===== config.mk =====
export PLATFORM = sky130hd
export DESIGN_NAME = rm_addr_gen
export DESIGN_NICKNAME = d
export VERILOG_FILES = /design/src/rtl/rm_addr_pkg.sv /design/src/rtl/rm_ofs16.sv /design/src/rtl/rm_seg_base.sv /design/src/rtl/rm_lim_chk.sv /design/src/rtl/rm_addr_gen.sv
export SDC_FILE = /design/constraint.sdc
export NUM_CORES = 1
export LEC_CHECK = 0
export BUFFER_PORTS_ARGS = -buffer_cell sky130_fd_sc_hd__buf_4
export CELL_PAD_IN_SITES_DETAIL_PLACEMENT = 1
export CELL_PAD_IN_SITES_GLOBAL_PLACEMENT = 2
export CORE_UTILIZATION = 24
export CTS_CLUSTER_SIZE = 25
export DETAILED_ROUTE_END_ITERATION = 8
export GPL_TIMING_DRIVEN = 0
export MAX_ROUTING_LAYER = met4
export PLACE_DENSITY = 0.85
export SETUP_SLACK_MARGIN = 0.02
export SLEW_MARGIN = 5
export SYNTH_ARGS = -nofsm -noshare
export SYNTH_HDL_FRONTEND = slang
export SYNTH_SLANG_ARGS = --single-unit

===== constraint.sdc =====
create_clock -name clk -period 6 [get_ports clk]
set_input_delay 0.9 -clock clk [delete_from_list [all_inputs] [get_ports clk]]
set_output_delay 0.9 -clock clk [all_outputs]
set_load 0.02 [all_outputs]

===== src/rtl/rm_addr_pkg.sv =====
package rm_addr_pkg;

   typedef enum logic [1:0] {
      BASE_NONE = 2'd0,
      BASE_BX   = 2'd1,
      BASE_BP   = 2'd2,
      BASE_RSV  = 2'd3
   } base_pick_e;

   typedef enum logic [1:0] {
      IDX_NONE = 2'd0,
      IDX_SI   = 2'd1,
      IDX_DI   = 2'd2,
      IDX_RSV  = 2'd3
   } idx_pick_e;

   typedef enum logic [1:0] {
      DSP_NONE   = 2'd0,
      DSP_NARROW = 2'd1,
      DSP_FULL   = 2'd2,
      DSP_FULL_B = 2'd3
   } disp_mode_e;

endpackage


===== src/rtl/rm_ofs16.sv =====
module rm_ofs16
   import rm_addr_pkg::*;
#(
   parameter int OFF_W    = 16,
   parameter int NARROW_W = 8
) (
   input  logic [OFF_W-1:0] reg_bx,
   input  logic [OFF_W-1:0] reg_bp,
   input  logic [OFF_W-1:0] reg_si,
   input  logic [OFF_W-1:0] reg_di,
   input  logic [OFF_W-1:0] disp_in,
   input  base_pick_e       base_pick,
   input  idx_pick_e        idx_pick,
   input  disp_mode_e       disp_mode,
   output logic [OFF_W-1:0] ofs
);

   localparam int EXT_BITS = OFF_W - NARROW_W;

   if (NARROW_W < 1 || NARROW_W >= OFF_W) begin : g_bad_narrow
      $error("rm_ofs16: NARROW_W must be between 1 and OFF_W-1");
   end

   logic [OFF_W-1:0] base_term;
   logic [OFF_W-1:0] idx_term;
   logic [OFF_W-1:0] disp_term;
   logic [OFF_W-1:0] narrow_ext;

   assign narrow_ext = {{EXT_BITS{disp_in[NARROW_W-1]}}, disp_in[NARROW_W-1:0]};

   always_comb begin
      unique case (base_pick)
         BASE_BX: base_term = reg_bx;
         BASE_BP: base_term = reg_bp;
         default: base_term = '0;
      endcase
      unique case (idx_pick)
         IDX_SI:  idx_term = reg_si;
         IDX_DI:  idx_term = reg_di;
         default: idx_term = '0;
      endcase
      unique case (disp_mode)
         DSP_NONE:   disp_term = '0;
         DSP_NARROW: disp_term = narrow_ext;
         default:    disp_term = disp_in;
      endcase
   end

   // sum truncates to OFF_W bits: modular wrap inside the segment
   assign ofs = base_term + idx_term + disp_term;

endmodule


===== src/rtl/rm_seg_base.sv =====
module rm_seg_base #(
   parameter int SEG_W     = 16,
   parameter int SEG_SHIFT = 4,
   parameter int LIN_W     = 32
) (
   input  logic [SEG_W-1:0] seg_sel,
   output logic [LIN_W-1:0] seg_base
);

   localparam int BASE_W = SEG_W + SEG_SHIFT;

   if (BASE_W > LIN_W) begin : g_bad_width
      $error("rm_seg_base: shifted selector does not fit LIN_W");
   end

   assign seg_base = LIN_W'({seg_sel, {SEG_SHIFT{1'b0}}});

endmodule


===== src/rtl/rm_lim_chk.sv =====
module rm_lim_chk #(
   parameter int          EXT_W = 32,
   parameter int          OFF_W = 16,
   parameter int unsigned LIMIT = 32'h0000_FFFF
) (
   input  logic [EXT_W-1:0] ofs,
   output logic             over
);

   localparam logic [EXT_W-1:0] LIM_V   = EXT_W'(LIMIT);
   localparam logic [EXT_W-1:0] ALL_ONE = EXT_W'((64'd1 << OFF_W) - 64'd1);

   if (EXT_W <= OFF_W) begin : g_bad_width
      $error("rm_lim_chk: EXT_W must exceed OFF_W");
   end

   if (LIM_V == ALL_ONE) begin : g_pow2
      // limit is a full power-of-two span: any upper bit set overflows
      assign over = |ofs[EXT_W-1:OFF_W];
   end else begin : g_cmp
      assign over = ofs > LIM_V;
   end

endmodule


===== src/rtl/rm_addr_gen.sv =====
module rm_addr_gen
   import rm_addr_pkg::*;
#(
   parameter int          SEG_W     = 16,
   parameter int          OFF_W     = 16,
   parameter int          EXT_W     = 32,
   parameter int          LIN_W     = 32,
   parameter int          SEG_SHIFT = 4,
   parameter int          NARROW_W  = 8,
   parameter int unsigned LIMIT     = 32'h0000_FFFF
) (
   input  logic             clk,
   input  logic             rst,
   input  logic             in_valid,
   input  logic             in_wide,
   input  logic [15:0]      seg_sel,
   input  logic [15:0]      reg_bx,
   input  logic [15:0]      reg_bp,
   input  logic [15:0]      reg_si,
   input  logic [15:0]      reg_di,
   input  logic [15:0]      disp_in,
   input  logic [1:0]       base_pick,
   input  logic [1:0]       idx_pick,
   input  logic [1:0]       disp_mode,
   input  logic [31:0]      off_wide,
   output logic [31:0]      lin_addr,
   output logic             out_valid,
   output logic             limit_fault
);

   if (SEG_W != 16 || OFF_W != 16 || EXT_W != 32 || LIN_W != 32) begin : g_bad_port
      $error("rm_addr_gen: port widths are fixed at 16/16/32/32");
   end
   if (EXT_W > LIN_W) begin : g_bad_ext
      $error("rm_addr_gen: EXT_W must not exceed LIN_W");
   end

   logic [OFF_W-1:0] ofs16;
   logic [LIN_W-1:0] seg_base;
   logic [EXT_W-1:0] ofs_sel;
   logic             over;
   logic [LIN_W-1:0] sum_nx;

   rm_ofs16 #(.OFF_W(OFF_W), .NARROW_W(NARROW_W)) ofs_i (
      .reg_bx    (reg_bx),
      .reg_bp    (reg_bp),
      .reg_si    (reg_si),
      .reg_di    (reg_di),
      .disp_in   (disp_in),
      .base_pick (base_pick_e'(base_pick)),
      .idx_pick  (idx_pick_e'(idx_pick)),
      .disp_mode (disp_mode_e'(disp_mode)),
      .ofs       (ofs16)
   );

   rm_seg_base #(.SEG_W(SEG_W), .SEG_SHIFT(SEG_SHIFT), .LIN_W(LIN_W)) seg_i (
      .seg_sel  (seg_sel),
      .seg_base (seg_base)
   );

   assign ofs_sel = in_wide ? off_wide : EXT_W'(ofs16);

   rm_lim_chk #(.EXT_W(EXT_W), .OFF_W(OFF_W), .LIMIT(LIMIT)) lim_i (
      .ofs  (ofs_sel),
      .over (over)
   );

   assign sum_nx = seg_base + LIN_W'(ofs_sel);

   always_ff @(posedge clk) begin
      if (rst) begin
         lin_addr    <= '0;
         out_valid   <= 1'b0;
         limit_fault <= 1'b0;
      end else begin
         out_valid <= in_valid;
         if (in_valid) begin
            lin_addr    <= sum_nx;
            limit_fault <= in_wide & over;
         end
      end
   end


   valid_lat_chk: assert property (@(posedge clk) disable iff (rst)
      in_valid |=> out_valid);


   valid_idle_chk: assert property (@(posedge clk) disable iff (rst)
      !in_valid |=> !out_valid);


   fault_wide_chk: assert property (@(posedge clk) disable iff (rst)
      in_valid && !in_wide |=> !limit_fault);


   hold_chk: assert property (@(posedge clk) disable iff (rst)
      !in_valid |=> $stable(lin_addr) && $stable(limit_fault));


   range16_chk: assert property (@(posedge clk) disable iff (rst)
      in_valid && !in_wide |=>
         (lin_addr - (32'($past(seg_sel)) << 4)) <= 32'h0000_FFFF);

endmodule


== After elaboration in Yosys (flattened, before gate mapping) ==
Cells that the tools add are included.

* Flip-flop bits (word level): 34
* Latch bits: 0
* RAM bits: 0
* ROM bits: 0
* Input port bits: 138
* Output and inout bits: 34
* Word-level logic and storage cells: 18
* Memories kept: 0

* Add/subtract/negate cells: 3
* Multipliers: 0
* Div/mod/pow operators: 0
* Order comparisons: 0
* Eq/ne operators: 5
* Shift operators: 0
* Muxes and demuxes: 4
* Bitwise gates (word level): 1
* Reduce and logical (&&, ||, !) cells: 2

{| class="wikitable"
|+ Operator list
! kind !! number
|-
| $pmux W16 S2 || 3
|-
| $add A16 B16 Y16 || 2
|-
| $add A20 B32 Y32 || 1
|-
| $mux W32 || 1
|-
| $reduce_or A16 Y1 || 1
|-
| $eq A2 B1 Y1 const B || 3
|-
| $eq A2 B2 Y1 const B || 2
|-
| $logic_not A2 Y1 || 1
|-
| $and A1 B1 Y1 || 1
|}

== Logic depth before layout (Yosys ltp) ==
* Word-level depth: 7
* Gate-level depth with buffers: 26
* Mapped depth without buffers: 22

== By module ==
A second synthesis with hierarchy kept.

* Cells, all modules: 652
* Area, all modules: 5037.3 µm²

{| class="wikitable"
|+ Modules (own cells, without submodules)
! module !! instances !! cells each !! area each (µm²) !! sequential area each (µm²)
|-
| rm_addr_gen || 1 || 386 || 3105.5 || 680.7
|-
| rm_ofs16 || 1 || 228 || 1656.6 || 0.0
|-
| rm_seg_base || 1 || 33 || 244.0 || 0.0
|-
| rm_lim_chk || 1 || 5 || 31.3 || 0.0
|}

== Least setup slack after synthesis ==
Ideal clock, no wire load.

* Path type: input port to flip-flop
* From: input idx_pick[1]
* To: register lin_addr[28]
* Setup time: 0.060 ns
* Arrival time: 5.867 ns
* Slack: 0.073 ns
* Cell stages on the path: 25
* Buffers on the path: 3
* Path through: inv_1 -> ha_1 -> clkbuf_1 -> clkbuf_1 -> a22oi_1 -> or2_2 -> fa_1 -> inv_1 -> ha_1 -> inv_1 -> fa_1 -> nor2b_1 -> o21ai_0 -> a21o_1 -> a211oi_1 -> a2111o_1 -> o211ai_1 -> ha_1 -> buf_4 -> a31oi_1 -> and3_4 -> or4_1 -> a21o_1 -> a2111o_1 -> nand3_2

* Cells in the longest elaborated chain, start to end: 6

{| class="wikitable"
|+ Ends and longest elaborated chain
! element !! line !! RTL
|-
| start: declaration || rm_addr_gen.sv:23 || <nowiki>input logic [1:0] idx_pick,</nowiki>
|-
| $eq A2 B2 Y1 or $eq A2 B1 Y1 (tied branches) || rm_ofs16.sv:37 || <nowiki>unique case (idx_pick)</nowiki>
|-
| $pmux W16 S2 (*) || rm_ofs16.sv:37 ||
|-
| $add A16 B16 Y16 (*) (2 in a row) || rm_ofs16.sv:50 || <nowiki>assign ofs = base_term + idx_term + disp_term;</nowiki>
|-
| $mux W32 (*) || rm_addr_gen.sv:61 || <nowiki>assign ofs_sel = in_wide ? off_wide : EXT_W'(ofs16);</nowiki>
|-
| $add A20 B32 Y32 (*) || rm_addr_gen.sv:68 || <nowiki>assign sum_nx = seg_base + LIN_W'(ofs_sel);</nowiki>
|-
| end signal: assignment || rm_addr_gen.sv:78 || <nowiki>lin_addr <= sum_nx;</nowiki>
|-
| end: declaration || rm_addr_gen.sv:26 || <nowiki>output logic [31:0] lin_addr,</nowiki>
|}

Every way passes the cells marked *; elsewhere a longest branch is shown, timed or not.
A chain may end at the register's enable or synchronous reset.

== Worst setup path in the final report ==
* From: input base_pick[0]
* To: register lin_addr[28]

* Cells in the longest elaborated chain, start to end: 6

{| class="wikitable"
|+ Ends and longest elaborated chain
! element !! line !! RTL
|-
| start: declaration || rm_addr_gen.sv:22 || <nowiki>input logic [1:0] base_pick,</nowiki>
|-
| $eq A2 B2 Y1 or $eq A2 B1 Y1 (tied branches) || rm_ofs16.sv:32 || <nowiki>unique case (base_pick)</nowiki>
|-
| $pmux W16 S2 (*) || rm_ofs16.sv:32 ||
|-
| $add A16 B16 Y16 (*) (2 in a row) || rm_ofs16.sv:50 ||
|-
| $mux W32 (*) || rm_addr_gen.sv:61 ||
|-
| $add A20 B32 Y32 (*) || rm_addr_gen.sv:68 ||
|}

Marked as above.

==> summary.md <==
| Metric | Value |
|---|---|
| Synthesized area per cell | `7.61 um^2` |
| HPWL Detailed | `13300 um` |
| Die X | `135 um` |
| Port buffer count | `169` |
| Most instantiated cells after synthesis | `43 x nor2_1, 41 x inv_1, 40 x nand2_1, 36 x a21oi_1` |
| Sw frac | `0.372` |
| Clock Latency Late Sink | `0.28 ns` |
| Non-filler instance count after layout | `970` |
| Async SR Flop Fraction | `0` |
| Leak pwr | `2.88 nW` |
| WL final | `15900 um` |
| DRT antenna net count | `0` |
| Setup TNS | `0 ns` |
| Dominant cells by area after synthesis | `dfxtp_1 16%, ha_1 10%, fa_1 8.0%` |
| CTS Buf Count | `5` |
| Diode count | `0` |
| CTS tree | `built` |
| Core area | `17300 um^2` |
| Relative slew slack | `0.440` |
| Area share of the largest cell type after synthesis | `0.161` |
| Crit Path Class | `in -> reg` |
| Drt pass-1 iters | `4` |
| GR Util All Layers | `0.178` |
| CP max FO | `10` |
| Drt initial violations | `206` |
| Power Density | `206 nW/um^2` |
| Die Ht | `135 um` |
| Sequential area share after synthesis | `0.161` |
| Largest net degree at the start of global routing | `13` |
| Int Power | `816 uW` |
| Clock transition at the registers of the reported paths | `0.06 ns` |
| Initial antenna violation count | `0` |
| Wire per inst | `16.4 um` |
| MaxCap Viol Count | `0` |
| Cell Chain, Critical Path | `buf_4, inv_1, ha_2, buf_4, or2_2, fa_1, inv_1, ha_1, a21o_1, a311o_1, a31o_2, a21oi_1, or4b_2, nand3_1, ha_4, a31oi_1, and3_4, or4_1, a21o_4, a2111o_1, nand3_2` |
| First-pass GRT wire length | `24800 um` |
| Initial core utilization | `0.245` |
| Post-Syn Area | `4240 um^2` |
| H-tree depth | `2` |
| Worst EP arrival | `5.98 ns` |
| Final Setup Violations | `0` |
| EDFF count, synth | `0` |
| Max-slew violations | `0` |
| Via count | `4755` |
| Hold WS | `0.452 ns` |
| Min cycle time layout | `5.76 ns` |
| Count leader, synth | `nor2_1` |
| Global route overflow | `0` |
| Hold Crit Class | `reg -> reg` |
| Clk sinks | `34` |
| Post-DR vias/cell | `4.90` |
| Fmax | `174 MHz` |
| Status | `finished clean` |
| Layout cells sized above 1 | `0.360` |
| Sequential share of power | `0.207` |
| Syn-to-layout area delta | `48.4%` |
| Clk buf depth | `2` |
| Clock power frac | `0.264` |
| DRC viols | `0` |
| Top Ports | `172` |
| Final Cycle Share | `0.959` |
| Synth Flop Type | `dfxtp_1` |
| Final hold viol count | `0` |
| Combinational power share | `0.529` |
| Final #Nets | `933` |
| Synth area leader | `dfxtp_1` |
| Switching Power | `483 uW` |
| Worst vdd ir | `0.147 mV` |
| Die Area | `18200 um^2` |
| Cells after DPL | `951` |
| #FFs+latches synth | `34` |
| Yosys cell types | `64` |
| FP Rows | `48` |
| Yosys warnings | `0` |
| Startpoint types | `input pin` |
| CP Capture Type | `register` |
| Crit path largest cell delay | `0.54 ns` |
| Final Skew | `0 ns` |
| Clk root buf | `clkbuf_16` |
| Worst Path Required | `6.23 ns` |
| Syn Nets | `746` |
| Routability Congestion | `0.834` |
| Vias in the first global route | `4796` |
| Slowest stage cell, crit path | `fa_1` |
| Final Instance Area | `6290 um^2` |
| Dpl cell area | `5790 um^2` |
| Worst Tran Pin Value | `0.840 ns` |
| Synth Instances | `557` |
## stage by stage
| stage | worst slack [ns] | power (mW) | util |
|---|---|---|---|
| global route | -0.000556 | 1.39 | 0.364 |
| floorplan | 0.0730 | 0.665 | - |
| global placement | -0.828 | 0.891 | 0.335 |
| finish | 0.245 | 1.30 | 0.364 |
| CTS | -0.00843 | 1.26 | 0.350 |
| detailed placement | -0.918 | 0.898 | 0.335 |
## final timing paths
kind	from	end	slack, ns	depth (start not counted)
setup / recovery	base_pick[0]	lin_addr[28]	0.24	21
hold / removal	lin_addr[27]	lin_addr[27]	0.45	2
setup reg to reg	lin_addr[30]	lin_addr[30]	5.26	2
hold reg to reg	lin_addr[27]	lin_addr[27]	0.45	2
## per-layer routing
layer	vias to the layer above	GRT usage	share of wire	routed length [um]
li1	2388	-	-	-
met1	2208	0.222	0.44	7030
met2	148	0.313	0.50	7920
met3	11	0.0203	0.051	811
met4	0	0.0306	0.010	159
met5	-	-	0	0
## critical path, delay by kind of cell
family,cells,cell delay [ns]
adder cells (fa/ha/maj),4,1.49
buffers and inverters,4,0.41
AND/OR/NAND/NOR,6,1.41
AO/OA/AOI/OAI,7,1.78
## power by group through the flow
| stage | Combinational [mW] | Clock, mW | Sequential (mW) |
|---|---|---|---|
| after floorplan | 0.361 | 0 | 0.305 |
| after global placement | 0.617 | 0 | 0.274 |
| after detailed placement | 0.624 | 0 | 0.274 |
| after CTS | 0.642 | 0.348 | 0.269 |
| after global routing | 0.762 | 0.358 | 0.272 |
| final | 0.687 | 0.343 | 0.269 |
## logic make-up after synthesis
group / after synthesis / share of synthesized area
XOR/XNOR: 23 / 0.0475
AND/OR/NAND/NOR: 199 / 0.243
adder cells (fa/ha/maj): 51 / 0.181
multiplexers: 11 / 0.0260
AO/OA/AOI/OAI: 165 / 0.270
buffers and inverters: 74 / 0.0732
flip-flops: 34 / 0.161
## placed cells by master (no fill, tap or decap), types with 16 or more instances in the layout
cell     instances
a21oi_1         32
or2_2           30
a22oi_1         34
ha_1            26
nand3_1         24
o21ai_0         20
nand2_1         40
fa_1            16
dfxtp_1         34
xnor2_1         18
nor2_1          43
inv_1           41
buf_4          188
## area by class of cell
cell class                 instances  area [um^2]
fill                            2158        11000
tap                              225          282
clock inverter                     3         68.8
inverter                          42          158
multi-input combinational        449         3420
buffer                            27          173
sequential                        34          681
clock buffer                       5          125
timing repair buffer             185         1390
## sequential cells by signal (all words and copies together) (netlist names)
register and flops:
out_valid 1, lin_addr 32, limit_fault 1
## timing repair
item / in CTS / in global routing
gates resized for setup: 23 / 34
gates cloned: 1 / 0
endpoints found under the setup margin: 18 / 16
pin swaps: 0 / 13
endpoints found under the hold margin: 0 / 0
hold buffers: 0 / 0
buffers inserted: 1 / 14
(Power assumes the default switching activity.)
